## src/rtl/trace_cap_pkg.sv

```systemverilog
package trace_cap_pkg;

  typedef enum logic [1:0] {
    MODE_COF    = 2'b00,
    MODE_LOOP   = 2'b01,
    MODE_DETAIL = 2'b10,
    MODE_RSVD   = 2'b11
  } traceMode_e;

  typedef enum logic [1:0] {
    ALIGN_BEGIN = 2'b00,
    ALIGN_MID   = 2'b01,
    ALIGN_END   = 2'b10,
    ALIGN_RSVD  = 2'b11
  } align_e;

  // strobes from control to datapath
  typedef struct packed {
    logic       clearAll;
    logic       captureOpen;
    traceMode_e mode;
  } capStrobe_t;

endpackage

```

## src/rtl/trace_cap_datapath.sv

```systemverilog
module trace_cap_datapath
  import trace_cap_pkg::*;
#(
  parameter int ADDR_W = 16,
  parameter int DATA_W = 16,
  parameter int DEPTH  = 64,
  localparam int PTR_W   = $clog2(DEPTH),
  localparam int CNT_W   = PTR_W + 1,
  localparam int ENTRY_W = 1 + ADDR_W + DATA_W
) (
  input  logic               clk,
  input  logic               rstN,
  input  capStrobe_t         strobe,
  input  logic               busValid,
  input  logic [ADDR_W-1:0]  busAddr,
  input  logic [DATA_W-1:0]  busData,
  input  logic               cofFlag,
  input  logic               freeCycle,
  input  logic               opFetch,
  input  logic [ADDR_W-1:0]  cofSrcAddr,
  output logic               hit,
  output logic               bufWrEn,
  output logic [PTR_W-1:0]   bufWrAddr,
  output logic [ENTRY_W-1:0] bufWrData,
  output logic [PTR_W-1:0]   wrPtr,
  output logic [CNT_W-1:0]   validCount
);

  localparam logic [CNT_W-1:0] FULL_COUNT = CNT_W'(DEPTH);

  logic [ADDR_W-1:0]  lastSrc;
  logic               histValid;
  logic               repeatSrc;
  logic               doWrite;
  logic [ENTRY_W-1:0] entryWord;

  assign repeatSrc = histValid && (cofSrcAddr == lastSrc);

  always_comb begin
    unique case (strobe.mode)
      MODE_DETAIL: hit = busValid && !freeCycle && !opFetch;
      MODE_LOOP:   hit = busValid && cofFlag && !repeatSrc;
      default:     hit = busValid && cofFlag;
    endcase
  end

  always_comb begin
    if (strobe.mode == MODE_DETAIL)
      entryWord = {1'b1, busAddr, busData};
    else
      entryWord = {1'b0, cofSrcAddr, DATA_W'(busAddr)};
  end

  assign doWrite = strobe.captureOpen && hit;

  always_ff @(posedge clk or negedge rstN) begin
    if (!rstN) begin
      bufWrEn    <= 1'b0;
      bufWrAddr  <= '0;
      bufWrData  <= '0;
      wrPtr      <= '0;
      validCount <= '0;
      lastSrc    <= '0;
      histValid  <= 1'b0;
    end else if (strobe.clearAll) begin
      bufWrEn    <= 1'b0;
      wrPtr      <= '0;
      validCount <= '0;
      histValid  <= 1'b0;
    end else begin
      bufWrEn <= doWrite;
      if (doWrite) begin
        bufWrAddr <= wrPtr;
        bufWrData <= entryWord;
        wrPtr     <= wrPtr + 1'b1;
        if (validCount != FULL_COUNT)
          validCount <= validCount + 1'b1;
        if (strobe.mode == MODE_LOOP) begin
          lastSrc   <= cofSrcAddr;
          histValid <= 1'b1;
        end
      end
    end
  end

endmodule

```

## src/rtl/trace_cap_control.sv

```systemverilog
module trace_cap_control
  import trace_cap_pkg::*;
#(
  parameter int DEPTH = 64,
  localparam int CNT_W = $clog2(DEPTH) + 1
) (
  input  logic       clk,
  input  logic       rstN,
  input  logic       arm,
  input  logic [1:0] traceMode,
  input  logic [1:0] align,
  input  logic       trigIn,
  input  logic       hit,
  output capStrobe_t strobe,
  output logic       sessionDone
);

  typedef enum logic [2:0] {
    ST_IDLE, ST_WAIT, ST_PRE, ST_POST, ST_DONE
  } capState_e;

  localparam logic [CNT_W-1:0] LIMIT_FULL = CNT_W'(DEPTH);
  localparam logic [CNT_W-1:0] LIMIT_HALF = CNT_W'(DEPTH / 2);

  capState_e        st, stNext;
  logic [CNT_W-1:0] postCnt, cntNext, postLimit;
  align_e           alignQ;
  traceMode_e       modeQ;
  logic             endAligned;

  assign postLimit  = (alignQ == ALIGN_BEGIN) ? LIMIT_FULL : LIMIT_HALF;
  assign endAligned = (alignQ == ALIGN_END) || (alignQ == ALIGN_RSVD);

  always_comb begin
    stNext  = st;
    cntNext = postCnt;
    if (arm) begin
      stNext  = (align_e'(align) == ALIGN_BEGIN) ? ST_WAIT : ST_PRE;
      cntNext = '0;
    end else begin
      unique case (st)
        ST_WAIT, ST_PRE: begin
          if (trigIn) begin
            if (st == ST_PRE && endAligned) begin
              stNext = ST_DONE;
            end else begin
              cntNext = {{(CNT_W-1){1'b0}}, hit};
              stNext  = (hit && postLimit == CNT_W'(1)) ? ST_DONE : ST_POST;
            end
          end
        end
        ST_POST: begin
          if (hit) begin
            cntNext = postCnt + 1'b1;
            if (cntNext == postLimit) stNext = ST_DONE;
          end
        end
        default: ;
      endcase
    end
  end

  always_ff @(posedge clk or negedge rstN) begin
    if (!rstN) begin
      st      <= ST_IDLE;
      postCnt <= '0;
      alignQ  <= ALIGN_BEGIN;
      modeQ   <= MODE_COF;
    end else begin
      st      <= stNext;
      postCnt <= cntNext;
      if (arm) begin
        alignQ <= align_e'(align);
        modeQ  <= traceMode_e'(traceMode);
      end
    end
  end

  assign strobe.clearAll    = arm;
  assign strobe.captureOpen = !arm && ((st == ST_PRE) || (st == ST_POST) ||
                                       (st == ST_WAIT && trigIn));
  assign strobe.mode        = modeQ;
  assign sessionDone        = (st == ST_DONE);

endmodule

```

## src/rtl/bus_trace_recorder.sv

```systemverilog
module bus_trace_recorder
  import trace_cap_pkg::*;
#(
  parameter int ADDR_W = 16,
  parameter int DATA_W = 16,
  parameter int DEPTH  = 64,
  localparam int PTR_W   = $clog2(DEPTH),
  localparam int CNT_W   = PTR_W + 1,
  localparam int ENTRY_W = 1 + ADDR_W + DATA_W
) (
  input  logic               clk,
  input  logic               rstN,
  input  logic               arm,
  input  logic [1:0]         traceMode,
  input  logic [1:0]         align,
  input  logic               trigIn,
  input  logic               busValid,
  input  logic [ADDR_W-1:0]  busAddr,
  input  logic [DATA_W-1:0]  busData,
  input  logic               cofFlag,
  input  logic               freeCycle,
  input  logic               opFetch,
  input  logic [ADDR_W-1:0]  cofSrcAddr,
  output logic               bufWrEn,
  output logic [PTR_W-1:0]   bufWrAddr,
  output logic [ENTRY_W-1:0] bufWrData,
  output logic [PTR_W-1:0]   wrPtr,
  output logic [CNT_W-1:0]   validCount,
  output logic               sessionDone
);

  capStrobe_t strobe;
  logic       hit;

  trace_cap_control #(.DEPTH(DEPTH)) u_control (
    .clk        (clk),
    .rstN       (rstN),
    .arm        (arm),
    .traceMode  (traceMode),
    .align      (align),
    .trigIn     (trigIn),
    .hit        (hit),
    .strobe     (strobe),
    .sessionDone(sessionDone)
  );

  trace_cap_datapath #(.ADDR_W(ADDR_W), .DATA_W(DATA_W), .DEPTH(DEPTH)) u_datapath (
    .clk       (clk),
    .rstN      (rstN),
    .strobe    (strobe),
    .busValid  (busValid),
    .busAddr   (busAddr),
    .busData   (busData),
    .cofFlag   (cofFlag),
    .freeCycle (freeCycle),
    .opFetch   (opFetch),
    .cofSrcAddr(cofSrcAddr),
    .hit       (hit),
    .bufWrEn   (bufWrEn),
    .bufWrAddr (bufWrAddr),
    .bufWrData (bufWrData),
    .wrPtr     (wrPtr),
    .validCount(validCount)
  );

endmodule

```

## config.mk

```make
export PLATFORM = sky130hd
export DESIGN_NAME = bus_trace_recorder
export DESIGN_NICKNAME = d
export VERILOG_FILES = /design/src/rtl/trace_cap_pkg.sv /design/src/rtl/trace_cap_datapath.sv /design/src/rtl/trace_cap_control.sv /design/src/rtl/bus_trace_recorder.sv
export SDC_FILE = /design/constraint.sdc
export NUM_CORES = 1
export LEC_CHECK = 0
export ABC_CLOCK_PERIOD_IN_PS = 3600
export CORE_MARGIN = 10
export CORE_UTILIZATION = 45
export CTS_BUF_LIST = sky130_fd_sc_hd__clkbuf_4 sky130_fd_sc_hd__clkbuf_8
export CTS_CLUSTER_DIAMETER = 30
export DETAILED_ROUTE_END_ITERATION = 16
export DONT_BUFFER_PORTS = 1
export PLACE_DENSITY = 0.69
export SLEW_MARGIN = 0
export SYNTH_ARGS = -nofsm -noshare
export SYNTH_HDL_FRONTEND = slang
export SYNTH_SLANG_ARGS = --single-unit
export TNS_END_PERCENT = 100
```

## constraint.sdc

```tcl
create_clock -name clk -period 3.6 [get_ports clk]
set_input_delay 0.36 -clock clk [delete_from_list [all_inputs] [get_ports clk]]
set_output_delay 0.36 -clock clk [all_outputs]
set_load 0.01 [all_outputs]
```

==> results of run 1 <==
[critical path, stage by stage (launching register included)]
cell and delay (ns):
dfrtp_1 0.39, inv_1 0.08, ha_2 0.28, nand2b_1 0.16, a21oi_1 0.11, nor4b_1 0.84
a21boi_4 0.29, nand3_2 0.40, mux2_2 0.39
[flip-flops by register name (all words and copies together) (netlist names)]
name	count
u_control.st	3
u_datapath.histValid	1
u_datapath.bufWrAddr	6
u_datapath.bufWrEn	1
u_datapath.lastSrc	16
u_control.modeQ	2
u_control.alignQ	2
u_control.postCnt	7
u_datapath.wrPtr	6
u_datapath.validCount	7
u_datapath.bufWrData	33
[synth_stat cells, drive strengths merged (2+ instances only)]
master	count	area [um^2]
o21ai	12	60.1
mux2i	34	340
a21boi	2	30.0
or2	2	12.5
a211oi	4	30.0
ha	6	75.1
nor2b	2	12.5
mux2	28	315
buf	7	38.8
a31oi	32	200
o22ai	2	12.5
xnor2	17	149
nand2	19	71.3
nor3	6	30.0
nor4	3	18.8
nor2	16	60.1
dfrtp	84	2100
and3	2	12.5
nand4	7	43.8
a211o	2	17.5
or4	2	15.0
a21oi	47	235
inv	11	41.3
or3	6	37.5
nand3	16	85.1
a21o	3	23.8
clkbuf	16	60.1
and2	2	12.5
nor4b	2	17.5
nand2b	3	18.8
[worst min path at each step]
stage | end | cells after the start | slack, ns | start
2_1_floorplan | u_control.alignQ[0]$_DFFE_PN0P_ | 0 | 0.06 | rstN
3_3_place_gp | u_control.alignQ[1]$_DFFE_PN0P_ | 0 | 0.07 | rstN
3_5_place_dp | u_control.alignQ[0]$_DFFE_PN0P_ | 0 | 0.07 | rstN
4_1_cts | u_datapath.validCount[5]$_DFFE_PN0P_ | 1 | 0.05 | arm
5_1_grt | u_datapath.validCount[5]$_DFFE_PN0P_ | 1 | 0.05 | arm
6_report | u_datapath.validCount[4]$_DFFE_PN0P_ | 1 | 0.07 | arm
[per-layer routing]
layer	vias to the layer above	wire length (um)	track usage, %
met2	122	5370	24.7
met4	0	204	5.33
met5	-	0	0
li1	1524	-	-
met3	18	1060	6.57
met1	1593	4660	19.4
[power by group through the flow]
stage	sequential, mW	combinational [mW]	clock [mW]
6_report	1.60	0.873	0.717
5_1_grt	1.64	0.986	0.785
4_1_cts	1.61	0.877	0.739
3_5_place_dp	1.63	0.852	0
3_3_place_gp	1.62	0.815	0
2_1_floorplan	1.52	0.716	0
[final cells by class]
cell class	count	area, um^2	area share, %
clock buffer	9	124	2.64
clock inverter	5	78.8	1.68
inverter	11	41.3	0.879
multi-input combinational	295	2100	44.7
sequential	84	2100	44.8
tap	129	161	3.44
timing repair buffer	7	87.6	1.87
[repair_timing]
| action | in CTS | in global routing |
|---|---|---|
| hold buffers | 2 | 0 |
| resized for setup | 0 | 0 |
| hold endpoints to repair | 84 | 0 |
[logic make-up (layout without fill, tap and decap cells)]
| kind of cell | after synthesis | in the layout | share of synthesized area [%] |
|---|---|---|---|
| flops | 84 | 84 | 48.5 |
| fa+ha+maj | 6 | 6 | 1.73 |
| simple gates | 95 | 95 | 11.7 |
| buf+inv | 34 | 32 | 3.23 |
| compound gates | 114 | 114 | 16.0 |
| xor+xnor | 18 | 18 | 3.64 |
| mux | 62 | 62 | 15.1 |
[metrics by stage]
| step | std cells | power [mW] | hold slack [ns] |
|---|---|---|---|
| after floorplan | 413 | 2.24 | 0.0644 |
| after global placement | 524 | 2.43 | 0.0707 |
| after detailed placement | 524 | 2.48 | 0.0709 |
| after CTS | 540 | 3.23 | 0.0514 |
| after global routing | 540 | 3.42 | 0.0480 |
| final | 540 | 3.19 | 0.0724 |
==> results.yml, run 1 <==
floorplan:
  std_cell_rows: 35
  core_area_um2: 9330
  floorplan.die.width_um: 118
  die-area_um2: 14000
  initial_core_util_pct: 46.5
  io_pins: 114
  die-height_um: 118
timing:
  setup_ws_ns: 0.565
  rsz_0062_raised_after_global_routing: "false"
  final-max-slew-violation-count: 0
  final_period_utilization_pct: 84.3
  finalSetupViolations: 0
  slew_at_the_pin_closest_to_its_max_slew_limit_ns: 1.03
  max-slew-margin-rel_pct: 30.3
  finalSetupTns_ns: 0
  final-hold-violation-count: 0
  finalWorstPathRequiredPeriod_ns: 3.04
  clock-skew-final_ns: 0.00675
  fmax_mhz: 329
clock_network:
  h-tree-depth: 3
  clock_insertion_delay_worst_skew_ns: 0.34
  cts_root_buf: "clkbuf_8"
  ctsLongestPathBuffers: 2
  cts_buffers: 9
  tritoncts: "yes"
  cts_sinks: 84
  postCtsSetupRepairBufs: 0
  cts.reportedPaths.clkPinSlew_ns: 0.08
routing:
  vias_per_cell: 6.03
  routed_wire_length_per_instance_um: 20.9
  initialDrtViolationCount: 287
  wirelength_um: 11300
  ant_nets_after_route: 0
  route.detailed.drc: 0
  dr_total_vias: 3257
  dr_pass1_iterations: 5
power:
  internal-power_mw: 2.00
  power.switching_mw: 1.19
  ir_worst_vdd_mv: 0.329
  share_seq_of_total_power_pct: 50.2
  power_leakage_nw: 1.94
  netSwitchingFraction_pct: 37.2
  power.density_nw_per_um2: 679
  share_clk_of_total_power_pct: 22.5
  combPwrFrac_pct: 27.4
final_layout:
  syn_to_final_growth_pct: 8.37
  commonest_cells_after_routing_fill_and_taps_aside: "84 x dfrtp_1, 47 x a21oi_1, 34 x mux2i_1, 32 x a31oi_1, 27 x mux2_2"
  most_common_library_cell_in_the_layout_ignoring_fill_and_taps: "dfrtp_1"
  finish.utilization_pct: 50.3
  finish.instance_area_um2: 4700
  nNetsFinal: 474
  drive_gt1_share_pct: 13.4
  filler_cell_count: 836
  antennaDiodeCount: 0
setup_path:
  start_kind: "flip-flop"
  r2r_slack_ns: 0.56
  crit_end: "u_datapath.lastSrc[13]$_DFFE_PN0P_"
  timing.rr.start: "u_control.modeQ[0]$_DFFE_PN0P_"
  r2r-end: "u_datapath.lastSrc[13]$_DFFE_PN0P_"
  crit_path_start: "u_control.modeQ[0]$_DFFE_PN0P_"
  worst-path-max-fanout: 16
  cp.required_ns: 3.83
  worstRegToRegCells: 8
  type_of_the_setup_path_with_the_least_slack: "flip-flop to flip-flop"
  worst-endpoint-arrival_ns: 3.27
  end_kind: "flip-flop"
synthesis:
  synthFlopType: "dfrtp_1"
  number_of_enable_flip_flop_cells_after_synthesis: 0
  synth.yosys.seq_area_share_pct: 48.5
  ys_async_sr_fraction_pct: 100
  postSynthRegisterBits: 84
  syn_nets: 479
  synth.distinct_cells: 54
  mappedNetlistArea_um2: 4330
  syn_area_per_cell_um2: 10.5
  synthesis.yosys.warnings: 0
  post_synth_inst_count: 413
place:
  io_buffer_count: 0
  post_detailed_placement_half_perimeter_wirelength_um: 8260
  place_worst_setup_slack_ns: 0.618
  placedInstanceArea_um2: 4460
  final_gp_congestion: 0.871
grt:
  grt_antenna_before_repair: 0
  track_usage_pct: 15.9
  grt_overflow_total: 0
  grt_start_max_net_pins: 85
  grt_pass1_vias: 3210
  global_route_wire_length_before_repair_um: 18100
flow_run:
  drv_cap: 0
outcome:
  status: "completed"
hold_path:
  min-delay-path-class: "primary input to flip-flop"
Note: power is estimated with default switching activity, not from simulation.
==> run 2, diff against run 1 <==
Settings changed: ABC_CLOCK_PERIOD_IN_PS 3600 to 2500, PLACE_DENSITY 0.69 to 0.71.
Clock period 3.6 ns to 2.5 ns, I/O delays scaled along.
==> run 2 against run 1 <==
Effect of this change: clock skew rose by 0.0041 ns; largest power group unchanged; register-to-register slack worse by 0.51 ns; combinational power increased by 58%; critical endpoint is now u_datapath.wrPtr[3]$_DFFE_PN0P_; via count increased by 3.6%; total power is 47% higher.
==> results.yml, run 2 (same netlist as run 1, synthesis figures left out) <==
clock_network:
  cts_sinks: 84
  cts_buffers: 9
  ctsLongestPathBuffers: 2
  clock_insertion_delay_worst_skew_ns: 0.36
  cts.reportedPaths.clkPinSlew_ns: 0.09
  cts_root_buf: "clkbuf_8"
  tritoncts: "yes"
  h-tree-depth: 3
final_layout:
  final_cells: 561
  drive_gt1_share_pct: 21.8
  most_common_library_cell_in_the_layout_ignoring_fill_and_taps: "dfrtp_1"
  nNetsFinal: 493
  reg.largest.list: "u_datapath.bufWrData: 33 flops, u_datapath.lastSrc: 16 flops"
  top_register: "u_datapath.bufWrData"
  antennaDiodeCount: 0
  syn_to_final_growth_pct: 15.0
  largest_register_ffs: 33
  commonest_cells_after_routing_fill_and_taps_aside: "83 x dfrtp_1, 41 x a21oi_1, 34 x mux2i_1, 32 x a31oi_1, 27 x mux2_2"
  filler_cell_count: 816
timing:
  setup_ws_ns: 0.0569
  finalWorstPathRequiredPeriod_ns: 2.44
  finalSetupViolations: 0
  final-hold-violation-count: 0
  final_period_utilization_pct: 97.7
  slew_at_the_pin_closest_to_its_max_slew_limit_ns: 0.569
  max-slew-margin-rel_pct: 62.0
  fmax_mhz: 409
  clock-skew-final_ns: 0.0108
  final-max-slew-violation-count: 0
place:
  post_detailed_placement_half_perimeter_wirelength_um: 8630
  place.detailed.instances: 535
  final_gp_congestion: 0.814
  io_buffer_count: 0
  place_worst_setup_slack_ns: -0.0920
floorplan:
  std_cell_rows: 35
  io_pins: 114
  die-area_um2: 14000
  initial_core_util_pct: 46.5
  floorplan.die.width_um: 118
  core_area_um2: 9330
  die-height_um: 118
setup_path:
  type_of_the_setup_path_with_the_least_slack: "flip-flop to flip-flop"
  end_kind: "flip-flop"
  start_kind: "flip-flop"
  r2r_slack_ns: 0.06
  worst-path-max-fanout: 4
  cp.required_ns: 2.79
  worst-endpoint-arrival_ns: 2.73
hold_path:
  min-delay-path-class: "primary input to flip-flop"
grt:
  grt_antenna_before_repair: 0
  grt_overflow_total: 0
  grt_pass1_vias: 3342
  global_route_wire_length_before_repair_um: 18500
  track_usage_pct: 16.3
  grt_start_max_net_pins: 85
flow_run:
  drv_cap: 0
power:
  ir_worst_vdd_mv: 0.347
  power_leakage_nw: 2.05
  power.density_nw_per_um2: 943
routing:
  ant_nets_after_route: 0
  route.detailed.drc: 0
  dr_total_vias: 3374
  dr_pass1_iterations: 4
  vias_per_cell: 6.01
  wirelength_um: 12200
  routed_wire_length_per_instance_um: 21.8
  initialDrtViolationCount: 324
outcome:
  status: "completed"
run 2: cell count changes in the layout (fill, tap and decap cells not counted), moves of 3 or more:
| cell | delta |
|---|---|
| a21oi_1 | -6 |
| or3_4 | +3 |
| buf_4 | +12 |
| buf_6 | +3 |
| or3_1 | -3 |
| a21oi_2 | +6 |
run 2: worst max-delay path, cell delays in order (launching register included):
cell and delay [ns]:
dfrtp_1 0.41, inv_2 0.08, ha_4 0.20, or4b_4 0.48, a21boi_2 0.16, buf_4 0.14
nand2_2 0.06, a21o_1 0.20, buf_6 0.13, or3_1 0.36, a21oi_2 0.15
run 2: repair_timing:
action                                 CTS  global route
setup buffers                            1             4
pin swaps                                1             7
endpoints found under the hold margin   95             0
cloned                                   0             2
setup endpoints to repair               18            68
hold buffers                             3             0
gates resized for setup                  2            21
run 2: area by class of cell:
cell class              count  area [um^2]  area share [%]
clock buffers               9          124            2.48
flip-flops and latches     84         2100            42.2
multi-input cells         295         2190            43.9
clock inverters             7         73.8            1.48
inverters                  11         41.3           0.828
repair buffers             26          292            5.85
well taps                 129          161            3.24
run 2: power by group:
part           switching [mW]  internal, mW  total [mW]
Combinational           0.769         0.611        1.38
Clock                   0.532         0.467        1.00
Sequential              0.527          1.79        2.32
Total                    1.83          2.87        4.70
run 2: metal layers:
metal  track usage, %  wire (um)
met3             6.76       1240
met1             19.2       4750
met2             26.1       5990
met5                0          0
met4             6.03        245
run 2: metrics by stage:
step / TNS [ns] / area (um^2) / total power, mW / hold WS (ns) / util [%]
3_3_place_gp: -0.370 / 4560 / 3.55 / -0.0402 / 48.9
6_report: 0 / 4980 / 4.70 / 0.0179 / 53.4
4_1_cts: 0 / 4820 / 4.68 / 0.0126 / 51.7
2_1_floorplan: 0 / 4340 / 3.23 / -0.0456 / -
5_1_grt: -0.0432 / 4980 / 5.00 / 0.00616 / 53.4
3_5_place_dp: -1.31 / 4560 / 3.63 / -0.0402 / 48.9
run 2: worst paths after layout:
kind / endpoint / cells after the start / start
setup / recovery: u_datapath.wrPtr[3]$_DFFE_PN0P_ / 10 / u_control.modeQ[0]$_DFFE_PN0P_
hold reg to reg: u_datapath.histValid$_DFFE_PN0P_ / 2 / u_datapath.histValid$_DFFE_PN0P_
hold / removal: u_control.modeQ[1]$_DFFE_PN0P_ / 1 / arm
max in group asynchronous: u_datapath.lastSrc[14]$_DFFE_PN0P_ / 2 / rstN
setup reg to reg: u_datapath.wrPtr[3]$_DFFE_PN0P_ / 10 / u_control.modeQ[0]$_DFFE_PN0P_
min in group asynchronous: u_datapath.validCount[0]$_DFFE_PN0P_ / 2 / rstN
==> run 3, diff against run 2 <==
Settings changed: GPL_ROUTABILITY_DRIVEN set to 0, SETUP_SLACK_MARGIN set to 0.3.
==> run 3 against run 2 <==
Effect of this change: hold slack worse by 0.43 ns; die area stayed put; first-iteration DRC count is 21% lower; total power is 4.5% higher; critical endpoint is now u_datapath.validCount[1]$_DFFE_PN0P_; clock power is 11% lower; sequential share of layout area is 4.0 points lower; register-to-register slack hardly changed; largest power group unchanged; final area is 10% higher; core utilization is 5.6 points higher; the flow now finishes with violations (hold timing); critical path depth stayed put; wire length is 7.6% higher.
==> results.yml, run 3 (same netlist as run 1, synthesis figures left out) <==
clock_network:
  h-tree-depth: 3
  cts_buffers: 9
  tritoncts: "yes"
  cts.reportedPaths.clkPinSlew_ns: 0.09
  cts_sinks: 84
  cts_root_buf: "clkbuf_8"
  clock_insertion_delay_worst_skew_ns: 0.35
  ctsLongestPathBuffers: 2
  cts_hold_buf: 1
power:
  share_seq_of_total_power_pct: 47.6
  combPwrFrac_pct: 34.3
  power_leakage_nw: 2.21
  power.density_nw_per_um2: 892
  internal-power_mw: 2.95
  netSwitchingFraction_pct: 40.0
  ir_worst_vdd_mv: 0.387
  share_clk_of_total_power_pct: 18.1
  power.switching_mw: 1.96
timing:
  hold_worst_slack_ns: -0.415
  final_period_utilization_pct: 97.5
  slew_at_the_pin_closest_to_its_max_slew_limit_ns: 0.712
  max-slew-margin-rel_pct: 52.4
  finalWorstPathRequiredPeriod_ns: 2.44
  fmax_mhz: 410
  finalSetupViolations: 0
  setup_ws_ns: 0.0617
  final-hold-violation-count: 84
  rsz_0062_raised_after_global_routing: "true"
  clock-skew-final_ns: 0.0113
  final-max-slew-violation-count: 0
final_layout:
  top_register: "u_datapath.bufWrData"
  finish.instance_area_um2: 5500
  finish.utilization_pct: 59.0
  filler_cell_count: 735
  final_cells: 576
  largest_register_ffs: 33
  antennaDiodeCount: 0
  nNetsFinal: 508
  syn_to_final_growth_pct: 27.0
  most_common_library_cell_in_the_layout_ignoring_fill_and_taps: "dfrtp_1"
  commonest_cells_after_routing_fill_and_taps_aside: "84 x dfrtp_1, 34 x mux2i_1, 30 x a21oi_1, 27 x a31oi_1, 19 x buf_4"
  drive_gt1_share_pct: 32.2
  reg.largest.list: "u_datapath.bufWrData: 33 flops, u_datapath.lastSrc: 16 flops"
floorplan:
  core_area_um2: 9330
  floorplan.die.width_um: 118
  die-height_um: 118
  die-area_um2: 14000
  io_pins: 114
  std_cell_rows: 35
  initial_core_util_pct: 46.5
setup_path:
  start_kind: "flip-flop"
  slowest_delay_ns: 0.49
  worst-path-max-fanout: 3
  timing.rr.start: "u_control.modeQ[0]$_DFFE_PN0P_"
  r2r_slack_ns: 0.06
  end_kind: "flip-flop"
  cp.required_ns: 2.74
  type_of_the_setup_path_with_the_least_slack: "flip-flop to flip-flop"
  crit_path_cell_trace: "inv_2 -> ha_4 -> or4b_4 -> a21boi_4 -> and2b_1 -> a21boi_4 -> buf_6 -> buf_6 -> nand3_4 -> mux2_4"
  worst-endpoint-arrival_ns: 2.68
  crit_path_top_delay_cell: "or4b_4"
  worstPathBufferInverterCount: 3
  r2r-end: "u_datapath.validCount[1]$_DFFE_PN0P_"
  top_cell_family_by_delay_on_the_critical_path: "simple AND/OR/NAND/NOR gates"
  worstRegToRegCells: 10
grt:
  grt_start_max_net_pins: 85
  grt_pass1_vias: 3367
  grt_overflow_total: 0
  global_route_wire_length_before_repair_um: 19400
  track_usage_pct: 17.1
  grt_antenna_before_repair: 0
routing:
  dr_pass1_iterations: 4
  route.detailed.drc: 0
  ant_nets_after_route: 0
  dr_total_vias: 3509
  vias_per_cell: 6.09
  wirelength_um: 13100
  routed_wire_length_per_instance_um: 22.8
  initialDrtViolationCount: 257
outcome:
  status: "finished, violations left"
  failed_checks: "hold timing"
place:
  placedInstanceArea_um2: 4550
  post_detailed_placement_half_perimeter_wirelength_um: 8350
  place.detailed.instances: 534
  io_buffer_count: 0
  place_worst_setup_slack_ns: -0.0562
flow_run:
  drv_cap: 0
hold_path:
  min-delay-path-class: "primary input to asynchronous set/reset pin"
-- run 3: changes by cell type in the layout (fill, tap and decap cells not counted), sizes merged, moves of 2 or more --
cell | before | now
buf | 22 | 35
clkbuf | 11 | 14
clkinv | 3 | 1
clkinvlp | 1 | 4
inv | 13 | 11
-- run 3: power groups by stage --
stage	Combinational [mW]	Clock, mW	Sequential (mW)
6_report	1.68	0.889	2.34
5_1_grt	1.85	0.980	2.40
4_1_cts	1.45	0.917	2.33
3_5_place_dp	1.29	0	2.35
3_3_place_gp	1.24	0	2.33
2_1_floorplan	1.04	0	2.20
-- run 3: through the flow --
stage               power [mW]  setup TNS (ns)  hold slack, ns
floorplan                 3.24               0         -0.0456
global placement          3.57               0         -0.0403
detailed placement        3.64          -0.550         -0.0406
CTS                       4.70               0          -0.437
global route              5.22          -0.516          -0.444
finish                    4.91               0          -0.415
-- run 3: how the worst max path moves through the flow --
stage          depth (start not counted)                                   end                           start  slack, ns
2_1_floorplan                          9    u_datapath.lastSrc[10]$_DFFE_PN0P_  u_control.modeQ[0]$_DFFE_PN0P_       0.12
3_3_place_gp                           8  u_datapath.bufWrData[32]$_DFFE_PN0P_  u_control.modeQ[0]$_DFFE_PN0P_       0.04
3_5_place_dp                           8   u_datapath.bufWrAddr[5]$_DFFE_PN0P_  u_control.modeQ[0]$_DFFE_PN0P_      -0.06
4_1_cts                                8     u_datapath.lastSrc[8]$_DFFE_PN0P_  u_control.modeQ[1]$_DFFE_PN0P_       0.04
5_1_grt                               10  u_datapath.validCount[1]$_DFFE_PN0P_  u_control.modeQ[0]$_DFFE_PN0P_      -0.04
6_report                              10  u_datapath.validCount[1]$_DFFE_PN0P_  u_control.modeQ[0]$_DFFE_PN0P_       0.06
-- run 3: cell type report --
class	count	area, um^2	area share (%)
Multi-Input combinational cell	297	2530	46.1
Inverter	11	41.3	0.750
Clock inverter	5	38.8	0.705
Tap cell	129	161	2.93
Clock buffer	11	139	2.52
Timing Repair Buffer	39	487	8.84
Sequential cell	84	2100	38.2
-- run 3: worst register-to-register path: stages, from the launching register on --
cell	delay, ns
dfrtp_1	0.40
inv_2	0.08
ha_4	0.20
or4b_4	0.49
a21boi_4	0.15
and2b_1	0.15
a21boi_4	0.20
buf_6	0.16
buf_6	0.12
nand3_4	0.07
mux2_4	0.31
-- run 3: layer usage --
metal	wire length [um]	track usage, %
met1	5230	20.9
met2	6770	28.0
met3	965	5.37
met4	178	5.56
met5	0	0
-- run 3: timing repair --
action / 4_1_cts / 5_1_grt
buffers inserted: 12 / 5
endpoints found under the hold margin: 95 / 84
setup endpoints to repair: 79 / 80
cloned: 3 / 5
resized for setup: 45 / 49
pin swaps: 15 / 20
